## config.mk

```make
export PLATFORM = sky130hd
export DESIGN_NAME = sng_bank
export DESIGN_NICKNAME = d
export VERILOG_FILES = /design/src/rtl/sng_pkg.sv /design/src/rtl/sng_lfsr.sv /design/src/rtl/sng_vdc.sv /design/src/rtl/sng_halton.sv /design/src/rtl/sng_lane.sv /design/src/rtl/sng_bank.sv
export SDC_FILE = /design/constraint.sdc
export NUM_CORES = 1
export LEC_CHECK = 0
export ABC_CLOCK_PERIOD_IN_PS = 18400
export BUFFER_PORTS_ARGS = -buffer_cell sky130_fd_sc_hd__buf_2
export CAP_MARGIN = 10
export CORE_ASPECT_RATIO = 1.25
export CORE_MARGIN = 3
export CORE_UTILIZATION = 40
export CTS_CLUSTER_DIAMETER = 200
export DETAILED_ROUTE_END_ITERATION = 7
export GPL_TIMING_DRIVEN = 0
export PLACE_DENSITY = 0.53
export REMOVE_ABC_BUFFERS = 1
export SLEW_MARGIN = 20
export SYNTH_ARGS = -nofsm -noshare
export SYNTH_HDL_FRONTEND = slang
export SYNTH_SLANG_ARGS = --single-unit
```

## constraint.sdc

```tcl
create_clock -name clk -period 18.4 [get_ports clk]
set_input_delay 2.76 -clock clk [delete_from_list [all_inputs] [get_ports clk]]
set_output_delay 2.76 -clock clk [all_outputs]
set_load 0.05 [all_outputs]
```

## src/rtl/sng_pkg.sv

```systemverilog
`timescale 1ns/1ps
package sng_pkg;

    typedef enum logic [1:0] {
        SRC_LFSR   = 2'd0,
        SRC_VDC    = 2'd1,
        SRC_HALTON = 2'd2,
        SRC_OFF    = 2'd3
    } src_kind_e;

    // Maximal-length feedback masks, bit (t-1) set for each tap t.
    function automatic logic [31:0] lfsr_taps(input int w);
        case (w)
            3:       return 32'h0000_0006;
            4:       return 32'h0000_000C;
            5:       return 32'h0000_0014;
            6:       return 32'h0000_0030;
            7:       return 32'h0000_0060;
            8:       return 32'h0000_00B8;
            9:       return 32'h0000_0110;
            10:      return 32'h0000_0240;
            11:      return 32'h0000_0500;
            12:      return 32'h0000_0829;
            13:      return 32'h0000_100D;
            14:      return 32'h0000_2015;
            15:      return 32'h0000_6000;
            16:      return 32'h0000_D008;
            default: return 32'h0000_0000;
        endcase
    endfunction

    // Smallest digit count whose ternary span covers 2^w.
    function automatic int tern_digits(input int w);
        int     d;
        longint p;
        d = 0;
        p = 1;
        while (p < (longint'(1) << w)) begin
            p = p * 3;
            d++;
        end
        return d;
    endfunction

    function automatic longint pow3(input int n);
        longint p;
        p = 1;
        for (int i = 0; i < n; i++) p = p * 3;
        return p;
    endfunction

endpackage

```

## src/rtl/sng_lfsr.sv

```systemverilog
`timescale 1ns/1ps
module sng_lfsr
    import sng_pkg::*;
#(
    parameter int WIDTH = 8
) (
    input  logic             clk,
    input  logic             rst_n,
    input  logic             en,
    input  logic             sync,
    input  logic [WIDTH-1:0] seed,
    output logic [WIDTH-1:0] rnd
);
    localparam logic [WIDTH-1:0] TAPS = WIDTH'(lfsr_taps(WIDTH));

    typedef struct packed {
        logic [WIDTH-1:0] sr;
    } lfsr_st_t;

    lfsr_st_t st_d, st_q;

    always_comb begin
        st_d = st_q;
        if (sync) begin
            st_d.sr = (seed == '0) ? WIDTH'(1) : seed;
        end else if (en) begin
            st_d.sr = {st_q.sr[WIDTH-2:0], ^(st_q.sr & TAPS)};
        end
    end

    always_ff @(posedge clk or negedge rst_n) begin
        if (!rst_n) st_q <= '{sr: WIDTH'(1)};
        else        st_q <= st_d;
    end

    assign rnd = st_q.sr;

    p_lfsr_nonzero_r3: assert property (@(posedge clk) disable iff (!rst_n)
        rnd != '0)
        else $error("shift register reached zero");

    p_lfsr_hold_r6: assert property (@(posedge clk) disable iff (!rst_n)
        (!en && !sync) |=> $stable(rnd))
        else $error("shift register moved while idle");

    p_lfsr_seed_r7: assert property (@(posedge clk) disable iff (!rst_n)
        (sync && seed != '0) |=> (rnd == $past(seed)))
        else $error("shift register did not load seed");

endmodule

```

## src/rtl/sng_vdc.sv

```systemverilog
`timescale 1ns/1ps
module sng_vdc #(
    parameter int WIDTH = 8
) (
    input  logic             clk,
    input  logic             rst_n,
    input  logic             en,
    input  logic             sync,
    input  logic [WIDTH-1:0] seed,
    output logic [WIDTH-1:0] rnd
);
    typedef struct packed {
        logic [WIDTH-1:0] cnt;
    } vdc_st_t;

    vdc_st_t st_d, st_q;

    always_comb begin
        st_d = st_q;
        if (sync)    st_d.cnt = seed;
        else if (en) st_d.cnt = st_q.cnt + WIDTH'(1);
    end

    always_ff @(posedge clk or negedge rst_n) begin
        if (!rst_n) st_q <= '0;
        else        st_q <= st_d;
    end

    always_comb begin
        for (int i = 0; i < WIDTH; i++) rnd[i] = st_q.cnt[WIDTH-1-i];
    end

    p_vdc_step_r4: assert property (@(posedge clk) disable iff (!rst_n)
        (en && !sync) |=> (st_q.cnt == WIDTH'($past(st_q.cnt) + WIDTH'(1))))
        else $error("binary counter did not step");

    p_vdc_hold_r6: assert property (@(posedge clk) disable iff (!rst_n)
        (!en && !sync) |=> $stable(rnd))
        else $error("binary counter moved while idle");

endmodule

```

## src/rtl/sng_halton.sv

```systemverilog
`timescale 1ns/1ps
module sng_halton
    import sng_pkg::*;
#(
    parameter int WIDTH = 8
) (
    input  logic             clk,
    input  logic             rst_n,
    input  logic             en,
    input  logic             sync,
    input  logic [WIDTH-1:0] seed,
    output logic [WIDTH-1:0] rnd
);
    localparam int     DIGITS = tern_digits(WIDTH);
    localparam longint SPAN   = pow3(DIGITS);
    localparam int     SHIFT  = WIDTH + 8;
    localparam longint SCALE  = (longint'(1) << (WIDTH + SHIFT)) / SPAN;
    localparam int     HW     = $clog2(SPAN);
    localparam int     PW     = WIDTH + SHIFT + 1;

    typedef struct packed {
        logic [DIGITS-1:0][1:0] dig;
    } hal_st_t;

    hal_st_t          st_d, st_q;
    logic             carry;
    logic [HW-1:0]    rev;
    logic [PW-1:0]    prod;

    function automatic logic [DIGITS-1:0][1:0] to_digits(input logic [WIDTH-1:0] v);
        logic [DIGITS-1:0][1:0] d;
        logic [WIDTH-1:0]       r;
        r = v;
        for (int i = 0; i < DIGITS; i++) begin
            d[i] = 2'(r % WIDTH'(3));
            r    = r / WIDTH'(3);
        end
        return d;
    endfunction

    always_comb begin
        st_d  = st_q;
        carry = 1'b1;
        if (sync) begin
            st_d.dig = to_digits(seed);
        end else if (en) begin
            for (int i = 0; i < DIGITS; i++) begin
                if (carry) begin
                    if (st_q.dig[i] == 2'd2) begin
                        st_d.dig[i] = 2'd0;
                    end else begin
                        st_d.dig[i] = st_q.dig[i] + 2'd1;
                        carry       = 1'b0;
                    end
                end
            end
        end
    end

    always_ff @(posedge clk or negedge rst_n) begin
        if (!rst_n) st_q <= '0;
        else        st_q <= st_d;
    end

    // Least significant counter digit carries the heaviest weight.
    always_comb begin
        rev = '0;
        for (int i = 0; i < DIGITS; i++) begin
            rev = rev + (HW'(st_q.dig[i]) * HW'(pow3(DIGITS - 1 - i)));
        end
        prod = PW'(rev) * PW'(SCALE);
        rnd  = prod[SHIFT +: WIDTH];
    end

    for (genvar i = 0; i < DIGITS; i++) begin : g_digit_chk
        p_digit_r5: assert property (@(posedge clk) disable iff (!rst_n)
            st_q.dig[i] != 2'd3)
            else $error("ternary digit out of range");
    end

    p_hal_hold_r6: assert property (@(posedge clk) disable iff (!rst_n)
        (!en && !sync) |=> $stable(rnd))
        else $error("ternary counter moved while idle");

endmodule

```

## src/rtl/sng_lane.sv

```systemverilog
`timescale 1ns/1ps
module sng_lane
    import sng_pkg::*;
#(
    parameter int WIDTH  = 8,
    parameter int GROUPS = 2,
    parameter int GW     = 1
) (
    input  logic                          clk,
    input  logic                          rst_n,
    input  logic                          en,
    input  logic                          sync,
    input  logic [WIDTH-1:0]              value,
    input  logic [1:0]                    kind,
    input  logic [GW-1:0]                 grp,
    input  logic [GROUPS-1:0][WIDTH-1:0]  lfsr_rnd,
    input  logic [GROUPS-1:0][WIDTH-1:0]  vdc_rnd,
    input  logic [GROUPS-1:0][WIDTH-1:0]  hal_rnd,
    output logic                          bit_o
);
    typedef struct packed {
        logic bit_v;
    } lane_st_t;

    lane_st_t         st_d, st_q;
    logic [GW-1:0]    gi;
    logic [WIDTH-1:0] pick;

    always_comb begin
        gi = grp;
        if (32'(grp) >= GROUPS) gi = '0;
        case (src_kind_e'(kind))
            SRC_LFSR:   pick = lfsr_rnd[gi];
            SRC_VDC:    pick = vdc_rnd[gi];
            SRC_HALTON: pick = hal_rnd[gi];
            default:    pick = '0;
        endcase
        st_d = st_q;
        if (en && !sync) begin
            st_d.bit_v = (src_kind_e'(kind) != SRC_OFF) && (pick < value);
        end
    end

    always_ff @(posedge clk or negedge rst_n) begin
        if (!rst_n) st_q <= '0;
        else        st_q <= st_d;
    end

    assign bit_o = st_q.bit_v;

    p_zero_value_r2: assert property (@(posedge clk) disable iff (!rst_n)
        (en && !sync && value == '0) |=> !bit_o)
        else $error("zero value produced a one");

    p_off_zero_r8: assert property (@(posedge clk) disable iff (!rst_n)
        (en && !sync && kind == 2'd3) |=> !bit_o)
        else $error("off lane produced a one");

    p_lane_hold_r6: assert property (@(posedge clk) disable iff (!rst_n)
        (!en || sync) |=> $stable(bit_o))
        else $error("lane output changed without update");

endmodule

```

## src/rtl/sng_bank.sv

```systemverilog
`timescale 1ns/1ps
module sng_bank
    import sng_pkg::*;
#(
    parameter int LANES  = 4,
    parameter int GROUPS = 2,
    parameter int WIDTH  = 8,
    parameter int GW     = (GROUPS > 1) ? $clog2(GROUPS) : 1
) (
    input  logic                      clk,
    input  logic                      rst_n,
    input  logic                      en,
    input  logic                      sync,
    input  logic [GROUPS*WIDTH-1:0]   seed,
    input  logic [LANES*WIDTH-1:0]    value,
    input  logic [LANES*2-1:0]        kind,
    input  logic [LANES*GW-1:0]       group,
    output logic [LANES-1:0]          stream
);
    logic [GROUPS-1:0][WIDTH-1:0] lfsr_rnd;
    logic [GROUPS-1:0][WIDTH-1:0] vdc_rnd;
    logic [GROUPS-1:0][WIDTH-1:0] hal_rnd;

    for (genvar g = 0; g < GROUPS; g++) begin : g_src
        sng_lfsr #(.WIDTH(WIDTH)) u_lfsr (
            .clk(clk), .rst_n(rst_n), .en(en), .sync(sync),
            .seed(seed[g*WIDTH +: WIDTH]), .rnd(lfsr_rnd[g])
        );
        sng_vdc #(.WIDTH(WIDTH)) u_vdc (
            .clk(clk), .rst_n(rst_n), .en(en), .sync(sync),
            .seed(seed[g*WIDTH +: WIDTH]), .rnd(vdc_rnd[g])
        );
        sng_halton #(.WIDTH(WIDTH)) u_hal (
            .clk(clk), .rst_n(rst_n), .en(en), .sync(sync),
            .seed(seed[g*WIDTH +: WIDTH]), .rnd(hal_rnd[g])
        );
    end

    for (genvar l = 0; l < LANES; l++) begin : g_lane
        sng_lane #(.WIDTH(WIDTH), .GROUPS(GROUPS), .GW(GW)) u_lane (
            .clk(clk), .rst_n(rst_n), .en(en), .sync(sync),
            .value(value[l*WIDTH +: WIDTH]),
            .kind(kind[l*2 +: 2]),
            .grp(group[l*GW +: GW]),
            .lfsr_rnd(lfsr_rnd), .vdc_rnd(vdc_rnd), .hal_rnd(hal_rnd),
            .bit_o(stream[l])
        );
    end

    for (genvar i = 0; i < LANES; i++) begin : g_pair_i
        for (genvar j = i + 1; j < LANES; j++) begin : g_pair_j
            p_same_src_r9: assert property (@(posedge clk) disable iff (!rst_n)
                (en && !sync
                 && kind[i*2 +: 2] == kind[j*2 +: 2]
                 && group[i*GW +: GW] == group[j*GW +: GW]
                 && value[i*WIDTH +: WIDTH] == value[j*WIDTH +: WIDTH])
                |=> (stream[i] == stream[j]))
                else $error("lanes sharing a source diverged");
        end
    end

endmodule

```

## Word-level counts from Yosys, hierarchy flattened

Index checks and enable logic that the tools add are counted.

- Register bits: 60
- Latch bits: 0
- Memory bits (writable): 0
- Memory bits (read-only): 0
- Bits of input ports: 64
- Memories kept: 0

- Add/sub/neg operators: 24
- $mul: 12
- Div/mod/pow operators: 22
- Magnitude comparators: 8
- Equality and inequality tests: 24
- Shift operators: 0
- Muxes and demuxes: 102
- Bitwise gates (word level): 0
- Reductions and logical operators: 35

Operators with widths:

| operator | count |
|---|---|
| 2-to-1 mux 8 bit | 34 |
| remainder unit 8 x 2 -> 8 bit, second input constant | 12 |
| case mux 8 bit (3 select lines) | 4 |
| divider 8 x 2 -> 8 bit, second input constant | 10 |
| 2-to-1 mux 12 bit | 4 |
| multiplier 10 x 14 -> 23 bit, second input constant | 2 |
| 2-to-1 mux 2 bit | 22 |
| 2-to-1 mux 1 bit | 38 |
| == test 2 bit, second input constant | 16 |
| less-than comparator 8 bit | 4 |
| adder 2 x 1 -> 2 bit, second input constant | 12 |
| nonzero test 2 bit | 11 |
| adder 10 x 2 -> 10 bit | 2 |
| adder 10 x 4 -> 10 bit | 2 |
| adder 10 x 6 -> 10 bit | 2 |
| adder 10 x 7 -> 10 bit | 2 |
| adder 10 x 9 -> 10 bit | 2 |
| multiplier 2 x 8 -> 10 bit, second input constant | 2 |
| AND reduction 2 bit | 10 |
| multiplier 2 x 7 -> 9 bit, second input constant | 2 |
| adder 8 x 1 -> 8 bit, second input constant | 2 |
| logical NOT 8 bit | 2 |
| XOR reduction 8 bit | 2 |
| multiplier 2 x 5 -> 7 bit, second input constant | 2 |
| 8 further kinds | 26 |

## Logic depth before layout (Yosys ltp)

- Depth after elaboration: 19
- Depth in mapped cells: 66
- Gate-level depth less buffers: 59

## Modules after synthesis

From an unflattened synthesis, not the netlist that was laid out.

- Cell total of the unflattened synthesis: 2099
- Area, all modules: 17589.4 µm²

By module, submodules not included:

| module | instances | cells each | area an instance (µm²) | seq. area each (µm²) |
|---|---|---|---|---|
| sng_halton (g_src[0].u_hal) | 1 | 786 | 6658.9 | 300.3 |
| sng_halton (g_src[1].u_hal) | 1 | 774 | 6552.5 | 300.3 |
| sng_lane | 4 | 90 | 664.4 | 25.0 |
| sng_vdc | 2 | 49 | 450.4 | 200.2 |
| sng_lfsr (g_src[0].u_lfsr) | 1 | 41 | 415.4 | 201.4 |
| sng_lfsr (g_src[1].u_lfsr) | 1 | 40 | 404.1 | 201.4 |

## Worst setup path before layout

No wires, ideal clock.

- Path type: input -> register
- Start point: input port seed[14]
- End point: register g_src[1].u_hal.st_q[11] in the netlist's numbering
- Library setup time: 134 ps
- Arrival time: 13815 ps
- Required time: 18266 ps
- Setup slack: 4450 ps
- Stages: 64
- Cells stage by stage: buf_2 -> buf_2 -> buf_2 -> and2_1 -> ha_1 -> clkbuf_1 -> inv_1 -> nor4_1 -> or3_1 -> a211oi_1 -> a21oi_1 -> inv_1 -> ha_1 -> nand2b_1 -> nor2_1 -> xnor2_1 -> ha_1 -> a211o_1 -> (+28 left out) -> nand2_2 -> xnor2_1 -> ha_1 -> a211oi_1 -> nor2_2 -> o21ai_1 -> mux2i_1 -> ha_1 -> or4_1 -> nand2_1 -> a211oi_1 -> a21oi_2 -> inv_2 -> ha_1 -> a21oi_1 -> nand2_1 -> a21oi_1 -> o22ai_1

- Cells in the longest elaborated chain, start to end: 7

RTL lines:

| element | line | RTL |
|---|---|---|
| start: declaration | sng_bank.sv:14 | `input logic [GROUPS*WIDTH-1:0] seed,` |
| divider 8 x 2 -> 8 bit (5 in a row) | sng_halton.sv:36 | `r = r / WIDTH'(3);` |
| remainder unit 8 x 2 -> 8 bit | sng_halton.sv:35 | `d[i] = 2'(r % WIDTH'(3));` |
| 2-to-1 mux 12 bit | sng_halton.sv:44 | `if (sync) begin` |
| end signal: assignment | sng_halton.sv:62 | `else st_q <= st_d;` |
| end: declaration | sng_halton.sv:25 | `hal_st_t st_d, st_q;` |

No other way between the ends.
A chain may end at the register's enable or synchronous reset.

## Final worst setup path

- Start point: input port seed[13]
- End point: register g_src[1].u_hal.st_q[11] in the netlist's numbering

Same word-level chain as after synthesis.

==> impl_metrics.py <==
metrics = {
    "outcome": {
        "status": "finished, final reports clean",
    },
    "clock_tree": {
        "cts_tree": "done",
        "htree_num_levels": 3,
        "cts_root_buffer": "clkbuf_16",
        "cts.sinks": 60,
        "cts_resized": 0,
        "numCtsBuffers": 9,
        "clkTransAtPathRegs_ns": 0.05,
        "clk_latency_ns": 0.34,
        "post-cts-setup-buffers": 0,
        "clockBufferDepth": 2,
        "cts_hold_buf": 0,
    },
    "floorplan": {
        "initial_core_util": 0.407,
        "coreArea_um2": 43400,
        "die_h_um": 241,
        "dieArea_um2": 46800,
        "ios": 68,
        "fp.dieW_um": 194,
        "rows": 85,
    },
    "timing": {
        "worst_slew_pin_slew_ns": 1.03,
        "max_freq_mhz": 61.3,
        "period_needed_ns": 16.30,
        "min_period_over_period": 0.886,
        "finalSetupViolations": 0,
        "slew_headroom": 0.311,
        "rsz0062_at_grt": "false",
        "finalSetupTns_ns": 0,
        "hold_viol": 0,
        "slew_violations": 0,
        "clock_skew_ns": 0.00790,
    },
    "global_route": {
        "grt_max_degree": 61,
        "track_usage": 0.185,
        "grt_pass1_vias": 14500,
        "antenna_found_initial": 0,
        "grt_pass1_wl_mm": 73.2,
        "overflow": 0,
    },
    "finish": {
        "n_antenna_cell": 0,
        "finish.instance_area_um2": 18600,
        "nets": 2537,
        "fin_cells": 2639,
        "final_cell_mix": "inv_1 (318), ha_1 (284), nor2_1 (123)",
        "layout_commonest_cell": "inv_1",
        "syn_to_final_growth_pct": 4.98,
        "postLayoutCoreUtil": 0.428,
        "layout-drive-gt1-share": 0.0964,
    },
    "logic_synthesis": {
        "ys_seq_area_frac": 0.0851,
        "ys_top_cells_by_area": "ha_1 (20%), fa_1 (14%), dfrtp_1 (8.2%), inv_1 (6.8%), mux4_2 (3.7%)",
        "yosysWarnings": 0,
        "synth_top_area_frac": 0.201,
        "netlist_area_um2": 17700,
        "synth_cells": 2086,
        "synth_edf_count": 0,
        "ys_ff_latch": 60,
        "synth.distinct_cells": 122,
        "postSynth.asyncResetShare": 1.00,
        "yosys.area.top_type": "ha_1",
        "ys.flop_type": "dfrtp_1",
        "postSynthAreaPerCell_um2": 8.47,
    },
    "setup_path": {
        "critical_path.max_stage_delay_ns": 0.72,
        "reg2reg_slack_ns": 7.31,
        "cp-end-kind": "flip-flop",
        "regToRegStartpoint": "g_src[1].u_hal.st_q[0]$_DFFE_PN0P_",
        "cpMostUsedCell": "ha_1",
        "rr_worst_depth": 48,
        "r2r_end": "g_lane[2].u_lane.bit_o$_DFFE_PN0P_",
        "critPathRequiredTime_ns": 18.59,
        "crit_type": "input pin to flip-flop",
        "arrival_ns": 16.49,
        "cpMaxStageDelayCell": "or4b_1",
        "cp_max_fo": 36,
        "cp-start-kind": "input pin",
    },
    "worst_hold_path": {
        "hold_path_end": "g_lane[1].u_lane.bit_o$_DFFE_PN0P_",
        "min_path_type": "flip-flop to flip-flop",
        "hold_depth": 2,
        "hold_start": "g_lane[1].u_lane.bit_o$_DFFE_PN0P_",
    },
    "detailed_routing": {
        "wl_met2_mm": 21.4,
        "final_antenna_net_count": 0,
        "wl_met3_mm": 1.28,
        "routed_wl_mm": 43.2,
        "firstDrtPassIters": 5,
        "wire_per_inst_um": 16.4,
        "m1WireLength_mm": 20.2,
        "vias": 14700,
        "routed.top_layer": "met4",
        "first_iter_violations": 879,
        "vias_per_cell": 5.55,
        "drc": 0,
    },
    "placed_design": {
        "post-dp-hpwl_mm": 35.8,
        "place.gp.congestion": 0.850,
        "numPortBuffers": 67,
        "place_inst": 2623,
        "placed_cell_area_um2": 18300,
    },
    "job": {
        "maxCapViolations": 0,
    },
}
final cells by class:
cell class	count	area [µm²]
Clock buffer	11	233
Clock inverter	5	52.6
Fill cell	4346	24800
Inverter	328	1230
Multi-Input combinational cell	1602	14500
Sequential cell	60	1500
Tap cell	565	707
Timing Repair Buffer	68	358
worst max-delay path, delay by kind of cell:
| kind | cells | cell delay, ns |
|---|---|---|
| AOI/OAI and AO/OA | 21 | 4.53 |
| and+or+nand+nor | 13 | 3.63 |
| adders and majority gates | 10 | 2.89 |
| buffers and inverters | 7 | 1.33 |
| xor gates and xnor gates | 4 | 0.69 |
| muxes | 3 | 0.61 |
cell usage after synthesis, types with 32 or more instances:
cell type / instances
a21oi_1: 121
clkbuf_1: 41
dfrtp_1: 58
fa_1: 120
ha_1: 284
inv_1: 319
mux2i_1: 64
nand2_1: 90
nand2b_1: 38
nand3_1: 32
nor2_1: 123
nor3_1: 42
o21ai_0: 70
o22ai_1: 40
xnor2_1: 67
flip-flops by register name, summed over array words and instances (netlist names):
register,flops
g_lane.u_lane.bit_o,4
g_src.u_hal.st_q,24
g_src.u_lfsr.rnd,16
g_src.u_vdc.st_q,16
metrics by stage:
step                setup slack (ns)  hold slack, ns
floorplan                       4.73           0.557
global placement                1.99           0.593
detailed placement              1.88           0.613
CTS                             2.16           0.643
global route                   0.799           0.644
finish                          2.10           0.620
how the worst max path moves through the flow:
stage | end | slack, ns | from
after floorplan | g_src[1].u_hal.st_q[11]$_DFFE_PN0P_ | 4.73 | seed[13]
after global placement | g_src[1].u_hal.st_q[11]$_DFFE_PN0P_ | 1.99 | seed[13]
after detailed placement | g_src[1].u_hal.st_q[11]$_DFFE_PN0P_ | 1.88 | seed[13]
after CTS | g_src[1].u_hal.st_q[11]$_DFFE_PN0P_ | 2.16 | seed[13]
after global routing | g_src[1].u_hal.st_q[11]$_DFFE_PN0P_ | 0.80 | seed[13]
final | g_src[1].u_hal.st_q[11]$_DFFE_PN0P_ | 2.10 | seed[13]
logic make-up after synthesis:
family,Yosys count,share of synthesized area
DFF,60,0.0851
and+or+nand+nor,476,0.143
buffers and inverters,424,0.0964
adders and majority gates,404,0.337
AOI/OAI and AO/OA,518,0.207
xor gates and xnor gates,99,0.0509
muxes,105,0.0809
per-layer routing:
| metal | global-route usage | up-vias |
|---|---|---|
| met5 | 0 | - |
| met2 | 0.334 | 253 |
| met1 | 0.249 | 7009 |
| met3 | 0.0127 | 23 |
| li1 | - | 7373 |
| met4 | 0.0296 | 0 |
Power is not shown: default switching activity piles up to over one toggle a cycle in this logic, so the estimate is an artifact.
